### src/rtl/lfifo_pkg.sv
// Shared definitions for the byte-lane FIFO.
// Assumes: the data width is a whole multiple of the lane width.
package lfifo_pkg;
    localparam int LANE_W = 8;

    // Accepted operation in one cycle; bit 1 = push accepted, bit 0 = pop accepted.
    typedef enum logic [1:0] {
        OP_IDLE = 2'b00,
        OP_POP  = 2'b01,
        OP_PUSH = 2'b10,
        OP_BOTH = 2'b11
    } lfifo_op_e;
endpackage

### src/rtl/lfifo_ptr.sv
// Binary slot pointer that steps by one on adv_i and wraps to 0 after DEPTH-1.
// Assumes: DEPTH >= 2; AW is wide enough to hold DEPTH-1.
module lfifo_ptr #(
    parameter int DEPTH = 12,
    parameter int AW    = $clog2(DEPTH)
) (
    input  logic          clk_i,
    input  logic          rst_ni,
    input  logic          adv_i,
    output logic [AW-1:0] ptr_o
);
    localparam logic [AW-1:0] LAST = AW'(DEPTH - 1);

    // Step the pointer, folding back to slot zero past the last slot.
    always_ff @(posedge clk_i) begin
        if (!rst_ni)
            ptr_o <= '0;
        else if (adv_i)
            ptr_o <= (ptr_o == LAST) ? '0 : ptr_o + 1'b1;
    end

    AST_PTR_RANGE: assert property (@(posedge clk_i) disable iff (!rst_ni)
        {1'b0, ptr_o} < (AW + 1)'(DEPTH));
    AST_PTR_WRAP: assert property (@(posedge clk_i) disable iff (!rst_ni)
        (adv_i && ptr_o == LAST) |=> (ptr_o == '0));
    AST_PTR_HOLD: assert property (@(posedge clk_i) disable iff (!rst_ni)
        (rst_ni && !adv_i) |=> $stable(ptr_o));
endmodule

### src/rtl/lfifo_lane.sv
// One byte lane of storage: a simple dual-port memory with a registered read.
// Assumes: a read and a write never target the same slot in one cycle
// (the control logic guarantees it), so no bypass is built.
module lfifo_lane #(
    parameter int DEPTH = 12,
    parameter int AW    = $clog2(DEPTH),
    parameter int W     = 8
) (
    input  logic          clk_i,
    input  logic          rst_ni,
    input  logic          we_i,
    input  logic [AW-1:0] waddr_i,
    input  logic [W-1:0]  wbyte_i,
    input  logic          re_i,
    input  logic [AW-1:0] raddr_i,
    output logic [W-1:0]  rbyte_o
);
    logic [W-1:0] store_q [DEPTH];

    // Write port: store the lane byte at the write slot.
    always_ff @(posedge clk_i) begin
        if (we_i)
            store_q[waddr_i] <= wbyte_i;
    end

    // Read port: register the byte at the read slot on an accepted pop.
    always_ff @(posedge clk_i) begin
        if (!rst_ni)
            rbyte_o <= '0;
        else if (re_i)
            rbyte_o <= store_q[raddr_i];
    end
endmodule

### src/rtl/lfifo_ctrl.sv
// Occupancy counter and status flags; decides which requests are accepted.
// Assumes: AF_LEVEL lies in 1..DEPTH.
module lfifo_ctrl
    import lfifo_pkg::*;
#(
    parameter int DEPTH    = 12,
    parameter int AF_LEVEL = 9,
    parameter int CW       = $clog2(DEPTH + 1)
) (
    input  logic clk_i,
    input  logic rst_ni,
    input  logic push_i,
    input  logic pop_i,
    output logic push_ok_o,
    output logic pop_ok_o,
    output logic full_o,
    output logic empty_o,
    output logic near_o
);
    localparam logic [CW-1:0] CAP = CW'(DEPTH);
    localparam logic [CW-1:0] THR = CW'(AF_LEVEL);

    logic [CW-1:0] level_q;
    lfifo_op_e     op;

    // Flags decoded from the held occupancy.
    always_comb begin
        full_o  = (level_q == CAP);
        empty_o = (level_q == '0);
        near_o  = (level_q >= THR);
    end

    // Accept a request only when the buffer can honour it.
    always_comb begin
        push_ok_o = push_i && !full_o;
        pop_ok_o  = pop_i && !empty_o;
        op        = lfifo_op_e'({push_ok_o, pop_ok_o});
    end

    // Track the number of stored words.
    always_ff @(posedge clk_i) begin
        if (!rst_ni)
            level_q <= '0;
        else begin
            case (op)
                OP_PUSH: level_q <= level_q + 1'b1;
                OP_POP:  level_q <= level_q - 1'b1;
                default: level_q <= level_q;
            endcase
        end
    end

    AST_NO_OVERFLOW: assert property (@(posedge clk_i) disable iff (!rst_ni)
        level_q <= CAP);
    AST_FULL_BLOCKS: assert property (@(posedge clk_i) disable iff (!rst_ni)
        (full_o && !pop_i) |=> full_o);
    AST_EMPTY_HOLDS: assert property (@(posedge clk_i) disable iff (!rst_ni)
        (empty_o && !push_i) |=> empty_o);
    AST_BOTH_STEADY: assert property (@(posedge clk_i) disable iff (!rst_ni)
        (push_i && pop_i && !full_o && !empty_o) |=> $stable(level_q));
    AST_FULL_POP_ONLY: assert property (@(posedge clk_i) disable iff (!rst_ni)
        (push_i && pop_i && full_o) |=> (!full_o && !empty_o));
    AST_FLAGS_APART: assert property (@(posedge clk_i) disable iff (!rst_ni)
        !(full_o && empty_o));
endmodule

### src/rtl/lfifo_top.sv
// Single-clock FIFO of DEPTH words (any DEPTH >= 2), stored as parallel byte lanes
// that share the write and read slot addresses. Read data is registered.
// Assumes: DATA_W is a multiple of the lane width.
module lfifo_top
    import lfifo_pkg::*;
#(
    parameter int DATA_W   = 32,
    parameter int DEPTH    = 12,
    parameter int AF_LEVEL = 9
) (
    input  logic              clk_i,
    input  logic              rst_ni,
    input  logic              push_i,
    input  logic [DATA_W-1:0] push_data_i,
    input  logic              pop_i,
    output logic [DATA_W-1:0] pop_data_o,
    output logic              at_capacity_o,
    output logic              drained_o,
    output logic              near_full_o
);
    localparam int LANES = DATA_W / LANE_W;
    localparam int AW    = (DEPTH > 1) ? $clog2(DEPTH) : 1;
    localparam int CW    = $clog2(DEPTH + 1);

    logic          push_ok, pop_ok;
    logic [AW-1:0] wslot, rslot;

    lfifo_ctrl #(.DEPTH(DEPTH), .AF_LEVEL(AF_LEVEL), .CW(CW)) u_ctrl (
        .clk_i(clk_i), .rst_ni(rst_ni), .push_i(push_i), .pop_i(pop_i),
        .push_ok_o(push_ok), .pop_ok_o(pop_ok),
        .full_o(at_capacity_o), .empty_o(drained_o), .near_o(near_full_o)
    );

    lfifo_ptr #(.DEPTH(DEPTH), .AW(AW)) u_wptr (
        .clk_i(clk_i), .rst_ni(rst_ni), .adv_i(push_ok), .ptr_o(wslot)
    );

    lfifo_ptr #(.DEPTH(DEPTH), .AW(AW)) u_rptr (
        .clk_i(clk_i), .rst_ni(rst_ni), .adv_i(pop_ok), .ptr_o(rslot)
    );

    // One storage lane per byte of the word.
    for (genvar g = 0; g < LANES; g++) begin : g_lane
        lfifo_lane #(.DEPTH(DEPTH), .AW(AW), .W(LANE_W)) u_lane (
            .clk_i(clk_i), .rst_ni(rst_ni),
            .we_i(push_ok), .waddr_i(wslot), .wbyte_i(push_data_i[g*LANE_W +: LANE_W]),
            .re_i(pop_ok), .raddr_i(rslot), .rbyte_o(pop_data_o[g*LANE_W +: LANE_W])
        );
    end

    AST_DOUT_HOLD: assert property (@(posedge clk_i) disable iff (!rst_ni)
        (!pop_i || drained_o) |=> $stable(pop_data_o));
    AST_SLOTS_APART: assert property (@(posedge clk_i) disable iff (!rst_ni)
        (!drained_o && !at_capacity_o) |-> (wslot != rslot));
    AST_SLOTS_MEET: assert property (@(posedge clk_i) disable iff (!rst_ni)
        (drained_o || at_capacity_o) |-> (wslot == rslot));
endmodule

### config.mk
export PLATFORM = sky130hd
export DESIGN_NAME = lfifo_top
export DESIGN_NICKNAME = d
export VERILOG_FILES = /design/src/rtl/lfifo_pkg.sv /design/src/rtl/lfifo_ptr.sv /design/src/rtl/lfifo_lane.sv /design/src/rtl/lfifo_ctrl.sv /design/src/rtl/lfifo_top.sv
export SDC_FILE = /design/constraint.sdc
export NUM_CORES = 1
export LEC_CHECK = 0
export ABC_CLOCK_PERIOD_IN_PS = 4220
export BUFFER_PORTS_ARGS = -buffer_cell sky130_fd_sc_hd__buf_2
export CORE_MARGIN = 2
export CORE_UTILIZATION = 53
export CTS_CLUSTER_DIAMETER = 120
export DETAILED_ROUTE_END_ITERATION = 8
export HOLD_SLACK_MARGIN = 0.08
export PLACE_DENSITY = 0.73
export SLEW_MARGIN = 40
export SYNTH_ARGS = -nofsm -noshare
export SYNTH_HDL_FRONTEND = slang
export SYNTH_SLANG_ARGS = --single-unit
### constraint.sdc
create_clock -name clk_i -period 4.22 [get_ports clk_i]
set_input_delay 0.422 -clock clk_i [delete_from_list [all_inputs] [get_ports clk_i]]
set_output_delay 0.422 -clock clk_i [all_outputs]
set_load 0.01 [all_outputs]
# Word-level counts from Yosys, hierarchy flattened
# Memories as Yosys holds them, arrays and structs flattened. A register that Yosys moved wholly into a read port is not among the register bits.
# Cells that the tools add are included.
[classes] addsub=4 order_cmp=1 n_reduce_logical=10 n_mux=5 eq_ne=5
[ops] op="$add 4x1->4 const B" n=3
[ops] op="$eq 4x4->1 const B" n=3
[ops] op="$mux 4" n=2
[ops] op="$pmux 4 s2" n=1
[ops] op="$logic_not 1->1" n=6
[ops] op="$ge 4x4->1 const B" n=1
[ops] op="$logic_not 4->1" n=1
[ops] op="$sub 4x1->4 const B" n=1
[ops] op="$eq 2x1->1 const B" n=1
[ops] op="$eq 2x2->1 const B" n=1
[ops] op="$logic_and 1x1->1" n=2
[ops] op="$mux 1" n=2
[ops] op="$reduce_bool 2->1" n=1
[totals] ramBits=384 output_inout_bits=35 memories=4 register_bits=12 input_bits=36 word_cells=32
[mem_list] name="g_lane[0].u_lane.store_q" words=12 word_bits=8 read_ports=1 rd_ports_with_merged_regs=1 write_ports=1 line_no="lfifo_lane.sv:18" source="logic [W-1:0] store_q [DEPTH];"
[mem_list] name="g_lane[1].u_lane.store_q" words=12 word_bits=8 read_ports=1 rd_ports_with_merged_regs=1 write_ports=1 line_no="lfifo_lane.sv:18"
[mem_list] name="g_lane[2].u_lane.store_q" words=12 word_bits=8 read_ports=1 rd_ports_with_merged_regs=1 write_ports=1 line_no="lfifo_lane.sv:18"
[mem_list] name="g_lane[3].u_lane.store_q" words=12 word_bits=8 read_ports=1 rd_ports_with_merged_regs=1 write_ports=1 line_no="lfifo_lane.sv:18"

# Depth between registers and ports, before layout
[depth] word_depth=5 ltp_mapped=10 depth_no_buf=8

# Modules after synthesis
# A second synthesis with hierarchy kept.
[unflattened] hier_cells=987 area_unflattened_um2=16951.3
[modules_own_cells] module="lfifo_lane" instances=4 seq_area_each_um2=3042.9 area_each_um2=4063.9 cells_each=227
[modules_own_cells] module="lfifo_ptr" instances=2 seq_area_each_um2=80.1 area_each_um2=198.9 cells_each=22
[modules_own_cells] module="lfifo_ctrl" instances=1 seq_area_each_um2=80.1 area_each_um2=297.8 cells_each=35

# Least setup slack after synthesis
# OpenSTA, ideal clock, no wires.
[synth_timing] path_type="register to register" startpoint="register u_ctrl.level_q[1]" endpoint="memory g_lane[0].u_lane.store_q[3][0], enable pin" t_required_ns=3.715 synth_period_minus_slack_ns=4.438 path_slack_ns=-0.218 arrival_ns=3.933 n_path_buf=1 setup_time_ns=0.505 path_stages_with_launch=4 cell_sequence="dfxtp_1 o31ai_1 buf_2 nor4_1"
[synth_via] elab_chain_len=5
[synth_lines] item="start: declaration" line_no="lfifo_ctrl.sv:23" source="logic [CW-1:0] level_q;"
[synth_lines] item="start signal: assignment" line_no="lfifo_ctrl.sv:46" source="OP_PUSH: level_q <= level_q + 1'b1;"
[synth_lines] item="start signal: assignment" line_no="lfifo_ctrl.sv:47" source="OP_POP: level_q <= level_q - 1'b1;"
[synth_lines] item="start signal: assignment" line_no="lfifo_ctrl.sv:48" source="default: level_q <= level_q;"
[synth_lines] item="$eq 4x4->1" line_no="lfifo_ctrl.sv:28" source="full_o = (level_q == CAP);"
[synth_lines] item="$logic_not 1->1" line_no="lfifo_ctrl.sv:35" source="push_ok_o = push_i && !full_o;"
[synth_lines] item="$logic_and 1x1->1" line_no="lfifo_ctrl.sv:35"
[synth_lines] item="$mux 1" line_no="lfifo_lane.sv:22" source="if (we_i)"
[synth_lines] item="$mux 1 (implied by the code)" line_no="lfifo_lane.sv:23" source="store_q[waddr_i] <= wbyte_i;"
[synth_lines] item="end: declaration" line_no="lfifo_lane.sv:18"
# No other way between the ends.

# Worst setup path after layout
[layout_timing] startpoint="register u_ctrl.level_q[0]" endpoint="register u_ctrl.level_q[3]"
[layout_via] elab_chain_len=5
[layout_lines] item="$logic_not 4->1 (*)" line_no="lfifo_ctrl.sv:29" source="empty_o = (level_q == '0);"
[layout_lines] item="$logic_not 1->1 (*)" line_no="lfifo_ctrl.sv:36" source="pop_ok_o = pop_i && !empty_o;"
[layout_lines] item="$logic_and 1x1->1 (*)" line_no="lfifo_ctrl.sv:36"
[layout_lines] item="net g_lane[0].u_lane.re_i" line_no="lfifo_lane.sv:14" source="input logic re_i,"
[layout_lines] item="$eq 2x1->1 / $eq 2x2->1 (equally long branches)" line_no="lfifo_ctrl.sv:45" source="case (op)"
[layout_lines] item="$pmux 4 s2 / $reduce_bool 2->1 (equally long branches)"
# The timed path passes the listed nets; every way through them passes the cells marked *.
# A chain may end at the register's enable or synchronous reset.

==> results_dict.tcl <==
set metrics [dict create \
    sw_frac_of_total_pct 23.9 \
    path_class "flip-flop to flip-flop" \
    outcome "finished clean" \
    yosys.area_share.adder_pct 0.747 \
    hold_viol 0 \
    cts_resized 0 \
    p_leak_nw 6.00 \
    gp_congestion 0.726 \
    peakVddDrop_mv 0.425 \
    final_util_pct 61.7 \
    pre_cts_ws_ns 1.40 \
    ys_ff_latch 428 \
    fin_cells 1270 \
    yosysUniqueCellTypes 38 \
    r2r_cells 8 \
    seqPwrFrac_pct 49.8 \
    grt-ovfl-total 0 \
    routed.top_layer "met5" \
    post_route_cells_drive_above_1_share_pct 30.8 \
    cp-start-kind "flip-flop" \
    grt_max_degree 48 \
    cts_sinks 428 \
    htreeDepth 2 \
    combPwrFrac_pct 13.6 \
    cts_root_buffer "clkbuf_16" \
    syn_inst 762 \
    grt_pass1_wl_mm 48.5 \
    hold-path-cell-count 1 \
    hp-class "primary input to flip-flop" \
    path_clk_slew_ns 0.06 \
    slew_headroom_pct 46.1 \
    grt_use_total_pct 20.8 \
    cp_slowest_cell "o41ai_4" \
    synth_compound_area_share_pct 4.29 \
    rsz0062_at_grt "no" \
    worst_pin_slew_ns 0.809 \
    crit_cells 8 \
    fin_total_pwr_mw 10.0 \
    cp_cell_sequence "o41ai_4 > inv_1 > ha_1 > ha_1 > a21o_1 > a21oi_1 > mux2i_1 > mux2i_1" \
    setup_ws_ns 1.40 \
    setup_viol 0 \
    p_per_area_nw_per_um2 547 \
    fin_setup_tns_ns 0 \
    met2_length_mm 15.4 \
    power.switching_mw 2.40 \
    period_needed_ns 2.82 \
    synth_xor_area_share_pct 0.109 \
    cap_violations 0 \
    path_buf_inv 1 \
    postCtsSetupBuffers 0 \
    grt_pass1_vias 8068 \
    wl_per_cell_um 25.2 \
    insertion_delay_ns 0.53 \
    dr.pass1.iters 6 \
    die_w_um 178 \
    holdBufCountCts 0 \
    crit_arrival_ns 3.27 \
    ant_nets 0 \
    period_share_pct 66.8 \
    portBuffers 70 \
    synth_top_family_by_area "multiplexers" \
    drcViolationCount 0 \
    dp_cells 1193 \
    start_util_pct 54.0 \
    critPathCaptureType "flip-flop" \
    syn_nets 807 \
    routed_wl_mm 32.0 \
    yosys_warnings 0 \
    timing.fmax_ghz 0.355 \
    via_per_inst 6.13 \
    cts_tree "yes" \
    synth.mux.area_fraction_pct 13.6 \
    mostFrequentLayoutCells "edfxtp_1, mux4_2, buf_2" \
    final-seq-area_um2 12400 \
    clk_path_buf_depth 3 \
    synth_simple_gate_area_share_pct 2.36 \
    async_reset_ff_share_pct 0 \
    synth-edff-count 384 \
    final_common_cell "edfxtp_1" \
    row_count 63 \
    wl_met1_mm 13.8 \
    vias 7789 \
    fillers 2027 \
    crit_family "compound AO/OA/AOI/OAI gates" \
    area_growth_pct 14.2 \
    p_int_mw 7.65 \
    path_max_fanout 10 \
    die_area_um2 31800 \
    cts_made_buffers 43 \
    io_pins 71 \
    cp_slowest_stage_delay_ns 0.71 \
    wl_met3_mm 2.10 \
    synth.avg_cell_area_um2 21.1 \
    syn_area_um2 16100 \
    report.final.slew_viol_count 0 \
    die_h_um 178 \
    dp_hpwl_mm 17.1 \
    coreArea_um2 29800 \
    multi_input_area_um2 3500 \
    finalClockSkew_ns 0.0147 \
    p_clk_share_pct 36.6 \
    ys_seq_area_share_pct 77.2 \
    cp.required_ns 4.67 \
    antenna_found_initial 2 \
    synthFlopType "edfxtp_1" \
    initialDrtViolationCount 784 \
    final_nets 893 \
]
-- synthesized netlist by cell type, drive strengths merged, types with 3 or more instances --
library cell    n  share of area [%]
a21oi           4               0.12
a22oi          32                1.5
a32oi          32                1.7
and2           10               0.39
and3            3               0.12
buf            31                1.1
clkbuf         16               0.37
dfxtp          44                5.5
edfxtp        384                 72
ha              8               0.62
inv             9               0.21
mux2i           3               0.19
mux4           96                 13
nand2          46                1.1
nor2            7               0.16
nor3            6               0.19
nor4            3               0.12
o21a            4               0.19
o21ai           4               0.12
-- final cells by class --
| class | instances | share of cell area (%) |
|---|---|---|
| Timing Repair Buffer | 88 | 3.11 |
| Inverter | 9 | 0.184 |
| Multi-Input combinational cell | 278 | 19.0 |
| Antenna cell | 1 | 0.0136 |
| Clock buffer | 53 | 6.22 |
| Tap cell | 390 | 2.66 |
| Sequential cell | 428 | 67.6 |
| Clock inverter | 23 | 1.20 |
-- cells by family (layout without fill, tap and decap cells) --
group                      after synthesis  after routing
buffers and inverters                   56            173
AOI/OAI and AO/OA                       86             86
muxes                                   99             99
other                                    0              1
DFF                                    428            428
adders and majority gates                9              9
and+or+nand+nor                         82             82
xor gates and xnor gates                 2              2
-- worst paths after layout --
kind / start / end / slack [ns]
setup / recovery: u_ctrl.level_q[0] / u_ctrl.level_q[3] / 1.40
hold reg to reg: g_lane[0].u_lane.rbyte_o[4] / g_lane[0].u_lane.rbyte_o[4] / 0.49
setup reg to reg: u_ctrl.level_q[0] / u_ctrl.level_q[3] / 1.40
hold / removal: push_data_i[27] / g_lane[3].u_lane.store_q[7][3] / 0.21
-- through the flow --
step / hold WS (ns) / cell area [µm²]
after CTS: 0.193 / 18400
after detailed placement: 0.472 / 17000
after floorplan: 0.489 / 16100
after global placement: 0.473 / 16900
final: 0.209 / 18400
after global routing: 0.221 / 18400
-- metal layers --
| layer | vias to the layer above | track usage (%) |
|---|---|---|
| met4 | 2 | 5.59 |
| met5 | - | 0 |
| met1 | 4099 | 29.9 |
| met2 | 266 | 33.4 |
| li1 | 3367 | - |
| met3 | 55 | 3.90 |
-- flip-flops by register name (all words and copies together), names as in the netlist --
| register | count |
|---|---|
| g_lane.u_lane.rbyte_o | 32 |
| g_lane.u_lane.store_q | 384 |
| u_ctrl.level_q | 4 |
| u_rptr.ptr_o | 4 |
| u_wptr.ptr_o | 4 |
-- power by group through the flow --
| stage | logic [mW] | clock network [mW] | registers, mW |
|---|---|---|---|
| 6_report | 1.37 | 3.67 | 5.01 |
| 5_1_grt | 1.48 | 3.89 | 5.04 |
| 4_1_cts | 1.38 | 3.73 | 5.01 |
| 3_5_place_dp | 1.38 | 0 | 5.10 |
| 3_3_place_gp | 1.30 | 0 | 5.12 |
| 2_1_floorplan | 0.998 | 0 | 5.01 |
-- worst reg2reg max path: cells and delay by family, from the launching register on --
kind	cells	cell delay [ns]
AOI/OAI and AO/OA	3	1.04
muxes	2	0.44
buffers and inverters	1	0.25
adders and majority gates	2	0.60
DFF	1	0.41
Power figures use the tool's default switching activity.
